### src/rtl/opaddr_pkg.sv
package opaddr_pkg;

    typedef enum logic [1:0] {
        AM_SHORT    = 2'd0,
        AM_DIRECT   = 2'd1,
        AM_EXTENDED = 2'd2,
        AM_RSVD     = 2'd3
    } amode_t;

    typedef enum logic [2:0] {
        IC_CLEAR = 3'd0,
        IC_LOAD  = 3'd1,
        IC_STORE = 3'd2,
        IC_JUMP  = 3'd3,
        IC_CALL  = 3'd4,
        IC_ALU_A = 3'd5,
        IC_ALU_B = 3'd6,
        IC_OTHER = 3'd7
    } iclass_t;

    typedef enum logic [1:0] {
        ST_IDLE     = 2'd0,
        ST_DIR_BYTE = 2'd1,
        ST_EXT_HIGH = 2'd2,
        ST_EXT_LOW  = 2'd3
    } gen_state_t;

endpackage

### src/rtl/opaddr_legal.sv
module opaddr_legal
    import opaddr_pkg::*;
(
    input  logic [1:0] mode_i,
    input  logic [2:0] class_i,
    output logic       illegal_o
);

    amode_t  mode;
    iclass_t cls;
    logic    short_class_ok;
    logic    ext_class_ok;

    assign mode = amode_t'(mode_i);
    assign cls  = iclass_t'(class_i);

    always_comb begin
        short_class_ok = 1'b0;
        ext_class_ok   = 1'b0;
        unique case (cls)
            IC_CLEAR, IC_LOAD, IC_STORE: short_class_ok = 1'b1;
            IC_JUMP, IC_CALL:            ext_class_ok   = 1'b1;
            default: ;
        endcase
    end

    always_comb begin
        unique case (mode)
            AM_SHORT:    illegal_o = !short_class_ok;
            AM_DIRECT:   illegal_o = 1'b0;
            AM_EXTENDED: illegal_o = !ext_class_ok;
            AM_RSVD:     illegal_o = 1'b1;
        endcase
    end

endmodule

### src/rtl/opaddr_remap.sv
module opaddr_remap #(
    parameter int ADDR_W    = 14,
    parameter int BYTE_W    = 8,
    parameter int WIN_ADDR  = 14,
    parameter bit WINDOW_EN = 1'b1
) (
    input  logic [ADDR_W-1:0] raw_addr_i,
    input  logic [BYTE_W-1:0] x_value_i,
    input  logic              x_wr_en_i,
    input  logic [BYTE_W-1:0] x_wr_data_i,
    output logic [ADDR_W-1:0] eff_addr_o
);

    localparam int PAD_W = ADDR_W - BYTE_W;

    generate
        if (WINDOW_EN) begin : g_window
            logic [BYTE_W-1:0] x_eff;
            logic              hit;

            assign x_eff = x_wr_en_i ? x_wr_data_i : x_value_i;
            assign hit   = (raw_addr_i == ADDR_W'(WIN_ADDR));
            assign eff_addr_o = hit ? {{PAD_W{1'b0}}, x_eff} : raw_addr_i;
        end else begin : g_passthru
            logic unused_x;
            assign unused_x   = ^{x_value_i, x_wr_en_i, x_wr_data_i};
            assign eff_addr_o = raw_addr_i;
        end
    endgenerate

endmodule

### src/rtl/opaddr_fsm.sv
module opaddr_fsm
    import opaddr_pkg::*;
#(
    parameter int ADDR_W  = 14,
    parameter int BYTE_W  = 8,
    parameter int SHORT_W = 5
) (
    input  logic               clk_i,
    input  logic               rst_i,
    input  logic               req_valid_i,
    input  logic [1:0]         mode_i,
    input  logic [2:0]         class_i,
    input  logic [SHORT_W-1:0] opfield_i,
    input  logic               byte_valid_i,
    input  logic [BYTE_W-1:0]  byte_data_i,
    input  logic               illegal_req_i,
    input  logic [ADDR_W-1:0]  eff_addr_i,
    output logic [ADDR_W-1:0]  cand_addr_o,
    output logic [ADDR_W-1:0]  addr_o,
    output logic               addr_valid_o,
    output logic               illegal_o
);

    localparam int HI_W    = ADDR_W - BYTE_W;
    localparam int SPAD_W  = ADDR_W - SHORT_W;

    gen_state_t      state_q, state_d;
    logic [HI_W-1:0] hi_q;
    logic            take_short, take_dir, take_ext, raise_ill;

    // next-state and event decode
    always_comb begin
        state_d    = state_q;
        take_short = 1'b0;
        take_dir   = 1'b0;
        take_ext   = 1'b0;
        raise_ill  = 1'b0;
        unique case (state_q)
            ST_IDLE: begin
                if (req_valid_i) begin
                    if (illegal_req_i) begin
                        raise_ill = 1'b1;
                    end else begin
                        unique case (amode_t'(mode_i))
                            AM_SHORT:    take_short = 1'b1;
                            AM_DIRECT:   state_d    = ST_DIR_BYTE;
                            AM_EXTENDED: state_d    = ST_EXT_HIGH;
                            AM_RSVD:     raise_ill  = 1'b1;
                        endcase
                    end
                end
            end
            ST_DIR_BYTE: begin
                if (byte_valid_i) begin
                    take_dir = 1'b1;
                    state_d  = ST_IDLE;
                end
            end
            ST_EXT_HIGH: begin
                if (byte_valid_i) state_d = ST_EXT_LOW;
            end
            ST_EXT_LOW: begin
                if (byte_valid_i) begin
                    take_ext = 1'b1;
                    state_d  = ST_IDLE;
                end
            end
        endcase
    end

    // candidate address presented to the window remap
    assign cand_addr_o = (state_q == ST_IDLE) ? {{SPAD_W{1'b0}}, opfield_i}
                                              : {{HI_W{1'b0}}, byte_data_i};

    // state register
    always_ff @(posedge clk_i) begin
        if (rst_i) state_q <= ST_IDLE;
        else       state_q <= state_d;
    end

    // high address byte capture
    always_ff @(posedge clk_i) begin
        if (rst_i)                                      hi_q <= '0;
        else if (state_q == ST_EXT_HIGH && byte_valid_i) hi_q <= byte_data_i[HI_W-1:0];
    end

    // outputs
    always_ff @(posedge clk_i) begin
        if (rst_i) begin
            addr_o       <= '0;
            addr_valid_o <= 1'b0;
            illegal_o    <= 1'b0;
        end else begin
            addr_valid_o <= take_short | take_dir | take_ext;
            illegal_o    <= raise_ill;
            if (take_short || take_dir) addr_o <= eff_addr_i;
            else if (take_ext)          addr_o <= {hi_q, byte_data_i};
        end
    end

    // checks
    p_reset_r1: assert property (@(posedge clk_i)
        rst_i |=> (!addr_valid_o && !illegal_o));

    p_short_valid_r2: assert property (@(posedge clk_i) disable iff (rst_i)
        (state_q == ST_IDLE && req_valid_i && mode_i == AM_SHORT && class_i <= IC_STORE)
        |=> (addr_valid_o && addr_o[ADDR_W-1:BYTE_W] == '0));

    p_short_illegal_r3: assert property (@(posedge clk_i) disable iff (rst_i)
        (state_q == ST_IDLE && req_valid_i && mode_i == AM_SHORT && class_i > IC_STORE)
        |=> (illegal_o && !addr_valid_o));

    p_direct_page_r4: assert property (@(posedge clk_i) disable iff (rst_i)
        (state_q == ST_DIR_BYTE && byte_valid_i)
        |=> (addr_valid_o && addr_o[ADDR_W-1:BYTE_W] == '0));

    p_ext_low_r5: assert property (@(posedge clk_i) disable iff (rst_i)
        (state_q == ST_EXT_LOW && byte_valid_i)
        |=> (addr_valid_o && addr_o[BYTE_W-1:0] == $past(byte_data_i)));

    p_ext_illegal_r6: assert property (@(posedge clk_i) disable iff (rst_i)
        (state_q == ST_IDLE && req_valid_i && mode_i == AM_EXTENDED
         && class_i != IC_JUMP && class_i != IC_CALL)
        |=> (illegal_o && state_q == ST_IDLE));

    p_hold_r9: assert property (@(posedge clk_i) disable iff (rst_i)
        (state_q != ST_IDLE && !byte_valid_i) |=> $stable(state_q));

    p_reserved_r10: assert property (@(posedge clk_i) disable iff (rst_i)
        (state_q == ST_IDLE && req_valid_i && mode_i == AM_RSVD) |=> illegal_o);

    p_exclusive_r11: assert property (@(posedge clk_i) disable iff (rst_i)
        !(addr_valid_o && illegal_o));

    p_idle_quiet_r11: assert property (@(posedge clk_i) disable iff (rst_i)
        (state_q == ST_IDLE && !req_valid_i) |=> (!addr_valid_o && !illegal_o));

endmodule

### src/rtl/opaddr_gen.sv
module opaddr_gen
    import opaddr_pkg::*;
#(
    parameter int ADDR_W   = 14,
    parameter int BYTE_W   = 8,
    parameter int SHORT_W  = 5,
    parameter int WIN_ADDR = 14
) (
    input  logic               clk_i,
    input  logic               rst_i,
    input  logic               req_valid_i,
    input  logic [1:0]         mode_i,
    input  logic [2:0]         class_i,
    input  logic [SHORT_W-1:0] opfield_i,
    input  logic               byte_valid_i,
    input  logic [BYTE_W-1:0]  byte_data_i,
    input  logic [BYTE_W-1:0]  x_value_i,
    input  logic               x_wr_en_i,
    input  logic [BYTE_W-1:0]  x_wr_data_i,
    output logic [ADDR_W-1:0]  addr_o,
    output logic               addr_valid_o,
    output logic               illegal_o
);

    logic              illegal_req;
    logic [ADDR_W-1:0] cand_addr;
    logic [ADDR_W-1:0] eff_addr;

    opaddr_legal u_legal (
        .mode_i    (mode_i),
        .class_i   (class_i),
        .illegal_o (illegal_req)
    );

    opaddr_remap #(
        .ADDR_W    (ADDR_W),
        .BYTE_W    (BYTE_W),
        .WIN_ADDR  (WIN_ADDR),
        .WINDOW_EN (1'b1)
    ) u_remap (
        .raw_addr_i  (cand_addr),
        .x_value_i   (x_value_i),
        .x_wr_en_i   (x_wr_en_i),
        .x_wr_data_i (x_wr_data_i),
        .eff_addr_o  (eff_addr)
    );

    opaddr_fsm #(
        .ADDR_W  (ADDR_W),
        .BYTE_W  (BYTE_W),
        .SHORT_W (SHORT_W)
    ) u_fsm (
        .clk_i         (clk_i),
        .rst_i         (rst_i),
        .req_valid_i   (req_valid_i),
        .mode_i        (mode_i),
        .class_i       (class_i),
        .opfield_i     (opfield_i),
        .byte_valid_i  (byte_valid_i),
        .byte_data_i   (byte_data_i),
        .illegal_req_i (illegal_req),
        .eff_addr_i    (eff_addr),
        .cand_addr_o   (cand_addr),
        .addr_o        (addr_o),
        .addr_valid_o  (addr_valid_o),
        .illegal_o     (illegal_o)
    );

endmodule

### config.mk
export PLATFORM = sky130hd
export DESIGN_NAME = opaddr_gen
export DESIGN_NICKNAME = d
export VERILOG_FILES = /design/src/rtl/opaddr_pkg.sv /design/src/rtl/opaddr_legal.sv /design/src/rtl/opaddr_remap.sv /design/src/rtl/opaddr_fsm.sv /design/src/rtl/opaddr_gen.sv
export SDC_FILE = /design/constraint.sdc
export NUM_CORES = 1
export LEC_CHECK = 0
export BUFFER_PORTS_ARGS = -buffer_cell sky130_fd_sc_hd__buf_4
export CAP_MARGIN = 20
export CORE_MARGIN = 3
export CORE_UTILIZATION = 34
export DETAILED_ROUTE_END_ITERATION = 10
export PLACE_DENSITY = 0.7
export SYNTH_ARGS = -nofsm -noshare
export SYNTH_HDL_FRONTEND = slang
export SYNTH_SLANG_ARGS = --single-unit
export TNS_END_PERCENT = 30
### constraint.sdc
create_clock -name clk_i -period 1.9 [get_ports clk_i]
set_input_delay 0.095 -clock clk_i [delete_from_list [all_inputs] [get_ports clk_i]]
set_output_delay 0.095 -clock clk_i [all_outputs]
set_load 0.01 [all_outputs]
### After elaboration in Yosys (flattened, before gate mapping)

Index checks and enable logic that the tools add are counted.

| storage, ports and cells | value |
|---|---|
| input bits | 39 |
| output and inout port bits | 16 |
| bits in registers | 24 |
| logic and storage cells | 61 |

| cells by class | value |
|---|---|
| multiplexer cells | 23 |
| bitwise gates (word level) | 4 |
| reductions and logical operators | 13 |
| eq/ne operators | 16 |

Operator list:

| cell | count |
|---|---|
| $mux 14 | 3 |
| $mux 8 | 2 |
| $eq 14x4->1 const B | 1 |
| $mux 1 | 11 |
| $eq 2x2->1 const B | 4 |
| $mux 2 | 4 |
| $eq 3x2->1 const B | 2 |
| $ne 2x2->1 const B | 3 |
| $pmux 2 s3 | 1 |
| $reduce_or 3->1 | 2 |
| $reduce_and 5->1 | 1 |
| $eq 2x1->1 const B | 2 |
| $logic_not 2->1 | 2 |
| $pmux 1 s4 | 1 |
| $pmux 2 s2 | 1 |
| $reduce_or 2->1 | 2 |
| $eq 3x1->1 const B | 1 |
| $eq 3x3->1 const B | 1 |
| $logic_not 3->1 | 1 |
| $ne 3x3->1 const B | 1 |
| $logic_not 1->1 | 2 |
| $ne 2x1->1 const B | 1 |
| $not 1->1 | 2 |
| $or 1x1->1 | 2 |
| other kinds (3) | 3 |

### Longest topological paths before layout

| logic depth | value |
|---|---|
| depth in word-level cells | 10 |
| mapped depth | 7 |
| mapped depth without buffers | 4 |

### Modules after synthesis

Synthesis repeated with hierarchy kept, for this count alone.

| unflattened totals | value |
|---|---|
| cell total of the unflattened synthesis | 162 |
| area, all modules | 1604.0 um2 |

By module, submodules not included:

| module | cells an instance | instances | area each (um2) | seq. area each (um2) |
|---|---|---|---|---|
| opaddr_fsm | 126 | 1 | 1302.5 | 480.5 |
| opaddr_remap | 28 | 1 | 245.2 | 0.0 |
| opaddr_legal | 8 | 1 | 56.3 | 0.0 |

### Worst setup path before layout

Ideal clock, no wire load.

| timing path | value |
|---|---|
| path type | register to register |
| start point | register u_fsm.state_q[1] |
| end point | register u_fsm.addr_o[5] |
| period minus slack after synthesis | 1.690 ns |
| path buffers | 3 |
| path slack | 0.210 ns |
| cell stages (with the launch flop) | 8 |
| arrival | 1.611 ns |
| required time | 1.821 ns |
| setup time | 0.079 ns |
| cell sequence | dfxtp_1 > buf_6 > or3b_1 > buf_2 > or2_0 > buf_2 > a221o_1 > o211ai_1 |

| between the ends | value |
|---|---|
| cells in the longest elaborated chain, start to end | 5 |

RTL lines:

| element | line | text |
|---|---|---|
| from (decl) | opaddr_fsm.sv:27 | `gen_state_t state_q, state_d;` |
| from (signal assigned) | opaddr_fsm.sv:78 | `else state_q <= state_d;` |
| $logic_not 2->1 | opaddr_fsm.sv:38, opaddr_fsm.sv:72 |  |
| $mux 8 | opaddr_fsm.sv:72 | `assign cand_addr_o = (state_q == ST_IDLE) ? {{SPAD_W{1'b0}}, opfield_i}` |
| $eq 14x4->1 | opaddr_remap.sv:22 | `assign hit = (raw_addr_i == ADDR_W'(WIN_ADDR));` |
| $mux 14 | opaddr_remap.sv:23 | `assign eff_addr_o = hit ? {{PAD_W{1'b0}}, x_eff} : raw_addr_i;` |
| $mux 14 | opaddr_fsm.sv:96 | `if (take_short \|\| take_dir) addr_o <= eff_addr_i;` |
| to (signal assigned) | opaddr_fsm.sv:96 |  |
| to (signal assigned) | opaddr_fsm.sv:97 | `else if (take_ext) addr_o <= {hi_q, byte_data_i};` |
| to (decl) | opaddr_fsm.sv:19 | `output logic [ADDR_W-1:0] addr_o,` |

Several ways; a longest one is shown, not always the timed one.
A chain may end at the register's enable or synchronous reset.

### Final worst setup path

| timing path | value |
|---|---|
| start point | register u_fsm.state_q[0] |
| end point | register u_fsm.addr_o[7] |

Same word-level chain as after synthesis.

==> impl_metrics.csv <==
group,metric,value,unit
logic_synthesis,yosysUniqueCellTypes,43,
timing,slew_headroom,0.708,
timing,rsz0062_at_grt,"false",
critical_path,start_kind,"flip-flop",
logic_synthesis,synth_area,1290,sq um
routing,dr.pass1.iters,4,
critical_path,crit_family,"simple AND/OR/NAND/NOR gates",
pwr,ir_drop,0.000492,V
timing,setup_tns,0,ns
placed_design,place_congestion,0.890,
pwr,sw_frac_of_total,0.235,
critical_path,r2r_slack,0.12,ns
logic_synthesis,syn_nets,177,
timing,fin_skew,0.00126,ns
logic_synthesis,syn_area_per_cell,9.37,sq um
cts,root_buffer,"clkbuf_8",
final_layout,finalNonFillerCells,236,
cts,insertion_delay,0.27,ns
cts,clock_sinks,24,
critical_path,r2r_cells,4,
pwr,p_per_area,656,nW/um^2
critical_path,cpPeakStageDelay,0.51,ns
critical_path,rr_startpoint,"u_fsm.state_q[0]",
cts,holdBufCountCts,0,
routing,post_drt_wl_per_cell,15.6,um
grt,grt_use_total,0.167,
logic_synthesis,netlist_instances,138,
critical_path,crit_buf_inv,0,
die,num_io_pins,55,
placed_design,dp_hpwl,2.89,mm
critical_path,critical_path.cell_chain,"or3b_1 > or2_1 > a221o_1 > o211ai_1",
status,status,"complete, no violations",
final_layout,final_util,0.520,
timing,setup_viol,0,
routing,via_per_inst,5.64,
final_layout,drive_gt1_frac,0.363,
cts,clk_pin_slew_worst_paths,0.09,ns
routing,drt_iter0_markers,69,
pwr,p_comb_frac,0.182,
timing,drv_slew,0,
routing,vias,1332,
min_path,worstHoldPathCells,3,
timing,fin_crit_sh,0.939,
grt,antenna_found_initial,0,
cts,cts_tree,"done",
final_layout,fin_nets,230,
grt,first_global_vias,1286,
logic_synthesis,seq_area_frac_synth,0.371,
die,die_h,67.7,um
critical_path,cp_max_fo,11,
cts,cts-buffers-inserted,3,
final_layout,area_delta_synth_final,40.3,%
critical_path,cp-end-kind,"flip-flop",
grt,grt_max_degree,19,
placed_design,io_buffers,54,
critical_path,reg2reg_to,"u_fsm.addr_o[7]",
die,coreArea,3490,sq um
timing,clock.fmax,560,MHz
die,fp.dieW,67.7,um
pwr,p_switching,0.280,mW
pwr,p_int,0.911,mW
critical_path,crit_arrival,1.98,ns
grt,grt_pass1_wl,5.84,mm
grt,grt.overflow.total,0,
min_path,holdCritPathClass,"in -> reg",
critical_path,critPathRequiredTime,2.10,ns
cts,max-clock-path-buffers,2,
critical_path,worstSetupPathType,"reg -> reg",
die,start_util,0.370,
logic_synthesis,ys_seq_elements,24,
placed_design,dpl.cell_count,232,
job,drv_cap,0,
routing,ant_nets,0,
min_path,min_to,"u_fsm.hi_q[2]",
critical_path,cpMaxStageDelayCell,"or3b_1",
pwr,p_leak,0.819,nW
logic_synthesis,ys_warn_count,0,
final_layout,antenna_cells,0,
pwr,pwr-share-clk,0.376,
pwr,seq_power_share,0.442,
die,rows,21,
min_path,min_from,"byte_data_i[2]",
timing,min_period,1.78,ns
timing,hold_violations,0,
routing,totalWireLength,3.69,mm
die,dieArea,4580,sq um
routing,drc_errors,0,
cts,cts_max_level,1,
timing,worstMarginPinSlew,0.437,ns
==> sequential cells by signal, summed over array words and instances, names as in the netlist <==
signal,flops
u_fsm.state_q,2
u_fsm.addr_valid_o,1
u_fsm.addr_o,14
u_fsm.illegal_o,1
u_fsm.hi_q,6
==> routing by layer <==
| layer | global-route usage | vias up | wire, um |
|---|---|---|---|
| li1 | - | 640 | - |
| met1 | 0.204 | 630 | 1560 |
| met2 | 0.292 | 60 | 1750 |
| met3 | 0.0499 | 2 | 362 |
| met4 | 0.0278 | 0 | 8 |
| met5 | 0 | - | 0 |
==> layout make-up <==
| class | instances | area (sq um) |
|---|---|---|
| sequential | 24 | 480 |
| timing repair buffer | 56 | 420 |
| inverter | 2 | 7.51 |
| multi-input combinational | 104 | 778 |
| clock buffer | 3 | 41.3 |
| tap | 46 | 57.6 |
| clock inverter | 1 | 30.0 |
| fill | 319 | 1680 |
==> what timing repair did <==
item	4_1_cts	5_1_grt
hold endpoints to repair	0	0
endpoints found under the setup margin	0	8
resized for setup	0	5
setup buffers	0	0
==> cells in the final DEF (no fill, tap or decap), types with 2 or more instances in the layout <==
cell type / instances
and4_1: 2
nand2_1: 9
mux2_2: 3
nor2_1: 10
o21a_1: 2
mux2i_1: 14
buf_4: 56
and2_1: 2
a41oi_1: 2
a221o_1: 3
clkbuf_8: 3
o32a_1: 2
dfxtp_1: 24
o21ai_0: 4
o41ai_1: 2
o31ai_1: 3
o211ai_1: 3
o21ai_1: 2
a21o_1: 4
a22o_1: 7
a21oi_1: 7
a22oi_1: 2
or4b_1: 2
nand3b_1: 2
==> how the worst max path moves through the flow <==
stage / start / slack (ns) / cells after the start / endpoint
2_1_floorplan: u_fsm.state_q[1] / 0.21 / 7 / u_fsm.addr_o[5]
3_3_place_gp: u_fsm.state_q[0] / 0.19 / 4 / u_fsm.addr_o[5]
3_5_place_dp: u_fsm.state_q[0] / 0.09 / 4 / u_fsm.addr_o[7]
4_1_cts: u_fsm.state_q[0] / 0.08 / 4 / u_fsm.addr_o[7]
5_1_grt: u_fsm.state_q[0] / 0.003 / 4 / u_fsm.addr_o[5]
6_report: u_fsm.state_q[0] / 0.12 / 4 / u_fsm.addr_o[7]
==> cell usage after synthesis <==
cell,count,area (sq um)
a22o_1,7,61.3
clkinv_1,1,3.75
dfxtp_1,24,480
or4_1,1,7.51
o21a_1,2,15.0
or3b_1,1,8.76
nor3_1,1,5.00
nor2_1,11,41.3
nand2b_1,1,6.26
a21o_1,4,30.0
o211ai_1,3,22.5
nor3_2,1,10.0
o32a_1,2,20.0
a21oi_1,7,35.0
buf_6,1,11.3
a31o_1,1,8.76
nand2_1,9,33.8
o31ai_1,3,22.5
mux2i_1,14,140
o21ai_0,6,30.0
a2111o_1,1,11.3
nand3b_1,2,15.0
mux2_2,3,33.8
nand3_1,1,5.00
inv_1,1,3.75
nand4b_1,1,8.76
or2_2,1,6.26
buf_1,1,3.75
or3b_2,1,8.76
and4_1,2,17.5
o21ba_2,1,10.0
a22oi_1,2,15.0
a221o_1,3,30.0
clkbuf_1,3,11.3
o41ai_1,2,17.5
nand4_1,1,6.26
or2_0,1,6.26
o41ai_2,1,16.3
or4b_1,2,20.0
and2_1,2,12.5
and3b_1,1,8.76
a41oi_1,2,17.5
buf_2,3,15.0
==> metrics by stage <==
step                hold WS, ns  setup WS [ns]  instance area (sq um)  power (mW)
global route             0.0909        0.00310                   1820        1.24
finish                   0.0802          0.116                   1820        1.19
CTS                      0.0816         0.0775                   1800        1.19
floorplan                 0.236          0.210                   1290       0.640
global placement          0.350          0.191                   1730       0.744
detailed placement        0.361         0.0922                   1730       0.749
==> power groups by stage <==
stage	Sequential (mW)	Combinational [mW]	Clock, mW
floorplan	0.540	0.0996	0
global placement	0.538	0.206	0
detailed placement	0.539	0.211	0
CTS	0.527	0.212	0.454
global route	0.530	0.237	0.479
finish	0.527	0.217	0.447
==> worst register-to-register path: cells and delay by family, from the launching register on <==
kind	cells	cell delay, ns
AND/OR/NAND/NOR	2	0.88
flip-flops	1	0.40
AO/OA/AOI/OAI	2	0.44
==> cell families after synthesis <==
logic type,synth area share
AOI/OAI and AO/OA,0.280
and+or+nand+nor,0.176
DFF,0.371
muxes,0.134
buffers and inverters,0.0377
No activity file was read; power rests on OpenSTA's default activity.
